--- config.mk ---
export PLATFORM = sky130hd
export DESIGN_NAME = pin_cfg_bank
export DESIGN_NICKNAME = d
export VERILOG_FILES = /design/src/rtl/pcfg_pkg.sv /design/src/rtl/pcfg_decode.sv /design/src/rtl/pcfg_pin_reg.sv /design/src/rtl/pcfg_rdmux.sv /design/src/rtl/pin_cfg_bank.sv
export SDC_FILE = /design/constraint.sdc
export NUM_CORES = 1
export LEC_CHECK = 0
export BUFFER_PORTS_ARGS = -buffer_cell sky130_fd_sc_hd__buf_2
export CORE_MARGIN = 5
export CORE_UTILIZATION = 45
export CTS_CLUSTER_SIZE = 28
export DETAILED_ROUTE_END_ITERATION = 8
export PLACE_DENSITY = 0.69
export SYNTH_ARGS = -nofsm -noshare
export SYNTH_HDL_FRONTEND = slang
export SYNTH_HIERARCHICAL = 1
export SYNTH_SLANG_ARGS = --single-unit
--- constraint.sdc ---
create_clock -name clk -period 3.8 [get_ports clk]
set_clock_uncertainty 0.2 [all_clocks]
set_input_delay 0.57 -clock clk [delete_from_list [all_inputs] [get_ports clk]]
set_output_delay 0.57 -clock clk [all_outputs]
set_load 0.05 [all_outputs]
--- src/rtl/pcfg_pkg.sv ---
package pcfg_pkg;
  localparam int unsigned WORD_W  = 32;
  localparam int unsigned HALF_W  = 16;
  localparam int unsigned GROUP   = 16;
  localparam int unsigned IRQ_W   = 4;
  localparam int unsigned LOCK_B  = 15;
  // word addresses of the two broadcast registers
  localparam int unsigned BC_LO_WORD = 'h20;
  localparam int unsigned BC_HI_WORD = 'h21;
  localparam logic [WORD_W-1:0] PIN_RESET = 32'h0000_0742;
  localparam logic [HALF_W-1:0] LO_MASK   = 16'h87F7;

  function automatic logic [HALF_W-1:0] lane_merge(
    input logic [HALF_W-1:0] cur,
    input logic [HALF_W-1:0] nxt,
    input logic [1:0]        strb
  );
    logic [HALF_W-1:0] r;
    r = cur;
    if (strb[0]) r[7:0]  = nxt[7:0];
    if (strb[1]) r[15:8] = nxt[15:8];
    return r & LO_MASK;
  endfunction
endpackage

--- src/rtl/pcfg_decode.sv ---
module pcfg_decode
  import pcfg_pkg::*;
#(
  parameter int unsigned NUM_PINS = 32,
  parameter int unsigned ADDR_W   = 6,
  localparam int unsigned IDX_W   = $clog2(NUM_PINS)
) (
  input  logic                wr_acc,
  input  logic [ADDR_W-1:0]   addr,
  input  logic [3:0]          strb,
  input  logic [HALF_W-1:0]   bc_en,
  output logic [NUM_PINS-1:0] dir_we,
  output logic [NUM_PINS-1:0] bc_we,
  output logic [IDX_W-1:0]    rd_idx,
  output logic                rd_hit
);
  logic full, lo_hit, hi_hit;

  assign full   = &strb;
  assign lo_hit = wr_acc && full && (addr == ADDR_W'(BC_LO_WORD));
  assign hi_hit = wr_acc && full && (addr == ADDR_W'(BC_HI_WORD));
  assign rd_hit = (addr < ADDR_W'(NUM_PINS));
  assign rd_idx = addr[IDX_W-1:0];

  for (genvar p = 0; p < NUM_PINS; p++) begin : g_sel
    assign dir_we[p] = wr_acc && (addr == ADDR_W'(p));
    if (p < GROUP) begin : g_lo
      assign bc_we[p] = lo_hit && bc_en[p];
    end else if (p < 2*GROUP) begin : g_hi
      assign bc_we[p] = hi_hit && bc_en[p-GROUP];
    end else begin : g_none
      assign bc_we[p] = 1'b0;
    end
  end
endmodule

--- src/rtl/pcfg_pin_reg.sv ---
module pcfg_pin_reg
  import pcfg_pkg::*;
(
  input  logic              clk,
  input  logic              rst_n,
  input  logic              dir_we,
  input  logic [2:0]        strb,
  input  logic [19:0]       wdata,
  input  logic              bc_we,
  input  logic [HALF_W-1:0] bc_data,
  output logic [WORD_W-1:0] word
);
  logic [HALF_W-1:0] lo_q;
  logic [IRQ_W-1:0]  irq_q;
  logic              frozen;

  assign frozen = lo_q[LOCK_B];

  always_ff @(posedge clk) begin
    if (!rst_n) begin
      lo_q  <= PIN_RESET[HALF_W-1:0];
      irq_q <= PIN_RESET[HALF_W+IRQ_W-1:HALF_W];
    end else begin
      if (!frozen) begin
        if (bc_we)
          lo_q <= bc_data & LO_MASK;
        else if (dir_we)
          lo_q <= lane_merge(lo_q, wdata[HALF_W-1:0], strb[1:0]);
      end
      if (dir_we && strb[2])
        irq_q <= wdata[HALF_W+IRQ_W-1:HALF_W];
    end
  end

  assign word = {{(WORD_W-HALF_W-IRQ_W){1'b0}}, irq_q, lo_q};
endmodule

--- src/rtl/pcfg_rdmux.sv ---
module pcfg_rdmux
  import pcfg_pkg::*;
#(
  parameter int unsigned NUM_PINS = 32,
  localparam int unsigned IDX_W   = $clog2(NUM_PINS)
) (
  input  logic [NUM_PINS-1:0][WORD_W-1:0] words,
  input  logic [IDX_W-1:0]                idx,
  input  logic                            hit,
  output logic [WORD_W-1:0]               rdata
);
  always_comb begin
    rdata = '0;
    if (hit) rdata = words[idx];
  end
endmodule

--- src/rtl/pin_cfg_bank.sv ---
module pin_cfg_bank
  import pcfg_pkg::*;
#(
  parameter int unsigned NUM_PINS = 32,
  parameter int unsigned ADDR_W   = 6
) (
  input  logic                  clk,
  input  logic                  rst_n,
  input  logic                  req_valid,
  output logic                  req_ready,
  input  logic                  req_write,
  input  logic [ADDR_W-1:0]     req_addr,
  input  logic [31:0]           req_wdata,
  input  logic [3:0]            req_strb,
  output logic                  rsp_valid,
  input  logic                  rsp_ready,
  output logic [31:0]           rsp_rdata,
  output logic [NUM_PINS-1:0]   pull_sel_o,
  output logic [NUM_PINS-1:0]   pull_en_o,
  output logic [NUM_PINS-1:0]   slew_o,
  output logic [NUM_PINS-1:0]   pfilt_o,
  output logic [NUM_PINS-1:0]   odrain_o,
  output logic [NUM_PINS-1:0]   drive_o,
  output logic [3*NUM_PINS-1:0] mux_o,
  output logic [NUM_PINS-1:0]   lock_o,
  output logic [4*NUM_PINS-1:0] irq_cfg_o,
  output logic [NUM_PINS-1:0]   dig_disable_o,
  output logic [NUM_PINS-1:0]   gpio_sel_o
);
  localparam int unsigned IDX_W = $clog2(NUM_PINS);

  logic                            acc, wr_acc, rd_acc;
  logic [NUM_PINS-1:0]             dir_we, bc_we;
  logic [IDX_W-1:0]                rd_idx;
  logic                            rd_hit;
  logic [NUM_PINS-1:0][WORD_W-1:0] words;
  logic [WORD_W-1:0]               rd_word;

  assign req_ready = !rsp_valid || rsp_ready;
  assign acc       = req_valid && req_ready;
  assign wr_acc    = acc && req_write;
  assign rd_acc    = acc && !req_write;

  pcfg_decode #(.NUM_PINS(NUM_PINS), .ADDR_W(ADDR_W)) u_dec (
    .wr_acc (wr_acc),
    .addr   (req_addr),
    .strb   (req_strb),
    .bc_en  (req_wdata[31:16]),
    .dir_we (dir_we),
    .bc_we  (bc_we),
    .rd_idx (rd_idx),
    .rd_hit (rd_hit)
  );

  for (genvar p = 0; p < NUM_PINS; p++) begin : g_pin
    pcfg_pin_reg u_reg (
      .clk     (clk),
      .rst_n   (rst_n),
      .dir_we  (dir_we[p]),
      .strb    (req_strb[2:0]),
      .wdata   (req_wdata[19:0]),
      .bc_we   (bc_we[p]),
      .bc_data (req_wdata[15:0]),
      .word    (words[p])
    );
    assign pull_sel_o[p]        = words[p][0];
    assign pull_en_o[p]         = words[p][1];
    assign slew_o[p]            = words[p][2];
    assign pfilt_o[p]           = words[p][4];
    assign odrain_o[p]          = words[p][5];
    assign drive_o[p]           = words[p][6];
    assign mux_o[3*p +: 3]      = words[p][10:8];
    assign lock_o[p]            = words[p][LOCK_B];
    assign irq_cfg_o[4*p +: 4]  = words[p][19:16];
    assign dig_disable_o[p]     = (words[p][10:8] == 3'd0);
    assign gpio_sel_o[p]        = (words[p][10:8] == 3'd1);
  end

  pcfg_rdmux #(.NUM_PINS(NUM_PINS)) u_rd (
    .words (words),
    .idx   (rd_idx),
    .hit   (rd_hit),
    .rdata (rd_word)
  );

  always_ff @(posedge clk) begin
    if (!rst_n) begin
      rsp_valid <= 1'b0;
      rsp_rdata <= '0;
    end else if (rd_acc) begin
      rsp_valid <= 1'b1;
      rsp_rdata <= rd_word;
    end else if (rsp_ready) begin
      rsp_valid <= 1'b0;
    end
  end
endmodule

==> flow_metrics.tcl <==
set metrics [dict create \
    drive_gt1_share_pct 28.8 \
    antenna_found_initial 4 \
    wl_per_cell_um 23.4 \
    htreeDepth 2 \
    slew_headroom_pct 20.5 \
    core-area_um2 83700 \
    finalSetupTns_ns 0 \
    worst-slew-pin-transition_ns 1.19 \
    report.final.slew_viol_count 0 \
    synth_fa_ha_area_share_pct 0 \
    path_clk_slew_ns 0.06 \
    rows 106 \
    setup_violations 0 \
    synth_mux_area_share_pct 23.1 \
    syn_area_per_cell_um2 9.07 \
    dpl.hpwl_um 99600 \
    die-area_um2 90400 \
    critPathCaptureType "register" \
    ys_async_sr_fraction_pct 0 \
    hold_start "req_strb[2]" \
    path_cells "dlygate4sd3_1 > buf_2 > nand2b_4 > and3_1 > nand4_1 > buf_4 > nor4_2 > buf_4 > a21oi_1 > or2_1 > mux2_4" \
    drt-initial-drc-count 3024 \
    ys_ff_latch 513 \
    crit_cells 11 \
    clock-sinks 513 \
    grt_max_degree 129 \
    r2r_slack_ns 0.72 \
    rsz0062_at_grt "no" \
    ys_seq_area_share_pct 27.0 \
    holdCritPathClass "in2reg" \
    holdPathEnd "g_pin[8].u_reg/irq_q[2]$_SDFFE_PN0P_" \
    synth_edf_count 0 \
    peakVddDrop_uv 354 \
    die_w_um 301 \
    post-route-period-util_pct 88.1 \
    rr_endpoint "g_pin[2].u_reg/lo_q[1]$_SDFFE_PN1P_" \
    ys.warnings.count 6 \
    via_per_inst 5.71 \
    vias 33435 \
    synth_flop_cell "dfxtp_1" \
    critPathSlowestCell "dlygate4sd3_1" \
    die_y_um 301 \
    final_cell_mix "buf_2 (580), conb_1 (544), dfxtp_1 (513)" \
    path_common_cell "buf_4" \
    cap_violations 0 \
    synth_xor_area_share_pct 0 \
    cp_max_fo 32 \
    synthCells 4190 \
    place_inst 5746 \
    cp.buffers_inverters 4 \
    worst-r2r-cell-count 9 \
    grt_pass1_vias 30558 \
    synthSimpleGateAreaFrac_pct 16.6 \
    final_common_cell "buf_2" \
    wl_um 137000 \
    crit_family "simple AND/OR/NAND/NOR gates" \
    ios 593 \
    crit_required_ns 4.12 \
    leakagePower_nw 15.6 \
    start_kind "input pin" \
    fin_nets 4722 \
    final_antenna_net_count 0 \
    fillerInstances 7878 \
    r2r-start "rsp_valid$_SDFFE_PN0P_" \
    slowest_delay_ns 0.53 \
    post_cts_buffers 0 \
    multi_input_area_um2 23600 \
    critPathKind "in2reg" \
    clock_latency_ns 0.64 \
    cts_tree "yes" \
    initial_core_util_pct 45.4 \
    grt_overflow 0 \
    io_buffers 587 \
    yosysUniqueCellTypes 48 \
    p_per_area_nw_per_um2 308 \
    cts-resized-gates 0 \
    numCtsBuffers 59 \
    grt_first_pass_wirelength_um 200000 \
    max_freq_mhz 299 \
    grt_usage_pct 28.8 \
    synth_top_family_by_area "multiplexers" \
    synthToLayoutAreaGrowth_pct 11.2 \
    final_hold_viol_count 0 \
    final_cell_count_no_fill 5857 \
    worstHoldPathCells 3 \
    first_pass_iters 6 \
    min_period_ns 3.35 \
    cts_root_buffer "clkbuf_16" \
    netlist_area_um2 38000 \
    clockBufferDepth 3 \
    status "complete, no violations" \
    hold_buffers 2 \
    synth_compound_area_share_pct 16.1 \
    place_congestion 0.925 \
    drc 0 \
    seqCellArea_um2 10300 \
    crit_arrival_ns 3.66 \
]
cell usage after synthesis, drive strengths merged (3+ instances only):
library cell | number | share of area, %
nor3 | 56 | 0.74
and2 | 33 | 0.54
inv | 163 | 1.6
mux4 | 224 | 13
nand4bb | 32 | 0.95
clkbuf | 116 | 1.2
dfxtp | 513 | 27
nand3b | 17 | 0.34
nand2 | 402 | 4.0
o2111ai | 8 | 0.18
a21oi | 256 | 3.4
buf | 725 | 14
a31oi | 32 | 0.53
o211ai | 160 | 3.2
mux2 | 224 | 7.3
a221oi | 24 | 0.55
o221ai | 192 | 4.4
nand2b | 199 | 3.3
a22oi | 32 | 0.63
a21boi | 129 | 2.5
nor2 | 39 | 0.39
nor3b | 32 | 0.63
nand3 | 320 | 4.2
nor4 | 36 | 0.76
conb | 32 | 0.32
nor2b | 3 | 0.069
mux2i | 96 | 2.5
o21ai | 56 | 0.74
or2 | 34 | 0.56
area by class of cell:
type                    count  share of cell area [%]
diodes                      1                 0.00592
clock buffers              89                    4.14
clock inverters            19                   0.527
inverters                 163                    1.45
multi-input cells        3185                    55.7
flip-flops and latches    513                    24.3
well taps                1134                    3.36
repair buffers            753                    10.5
metrics by stage:
step           cell area, um^2  setup WS [ns]  power (mW)  hold slack [ns]  utilization, %
2_1_floorplan            39900          0.723        6.98            0.222               -
3_3_place_gp             40300          0.437        7.19            0.232            48.1
3_5_place_dp             40300          0.396        7.20            0.235            48.1
4_1_cts                  42300          0.535        13.0            0.102            50.5
5_1_grt                  42300          0.342        13.4            0.128            50.5
6_report                 42300          0.452        13.0            0.133            50.5
cells by family (layout without fill, tap and decap cells):
kind of cell / count (synthesis) / count (layout)
compound gates: 889 / 889
simple gates: 1208 / 1208
mux: 544 / 544
buf+inv: 1004 / 1024
other cells: 32 / 545
flops: 513 / 513
worst register-to-register path: cells and delay by family, from the launching register on:
family	cells	cell delay (ns)
muxes	1	0.34
buffers and inverters	2	0.61
AOI/OAI and AO/OA	1	0.07
and+or+nand+nor	5	1.41
DFF	1	0.33
registers in the layout, summed over array words and instances, names as in the netlist:
register           cells
g_pin.u_reg/irq_q    128
g_pin.u_reg/lo_q     352
rsp_valid              1
rsp_rdata             32
worst max-delay path by stage:
stage	slack, ns	startpoint	endpoint
floorplan	0.72	rsp_ready	g_pin[22].u_reg/lo_q[1]$_SDFFE_PN1P_
global placement	0.44	rsp_ready	g_pin[9].u_reg/lo_q[6]$_SDFFE_PN1P_
detailed placement	0.40	rsp_ready	g_pin[9].u_reg/lo_q[1]$_SDFFE_PN1P_
CTS	0.54	rsp_ready	g_pin[3].u_reg/lo_q[1]$_SDFFE_PN1P_
global route	0.34	rsp_ready	g_pin[2].u_reg/lo_q[1]$_SDFFE_PN1P_
finish	0.45	rsp_ready	g_pin[2].u_reg/lo_q[1]$_SDFFE_PN1P_
where the power goes:
part | total (mW) | internal (mW) | leakage, nW | switching, mW
registers | 5.42 | 5.40 | 4.14 | 0.0208
logic | 1.71 | 0.612 | 10.5 | 1.10
clock network | 5.90 | 3.38 | 0.969 | 2.51
per-layer routing:
layer	vias up	share of wire, %	track usage (%)
met5	-	0.010	0
met1	16342	40	37.3
li1	15250	-	-
met3	309	9.2	6.47
met4	2	4.7	11.7
met2	1532	46	46.9
No activity file was read; power rests on OpenSTA's default activity.
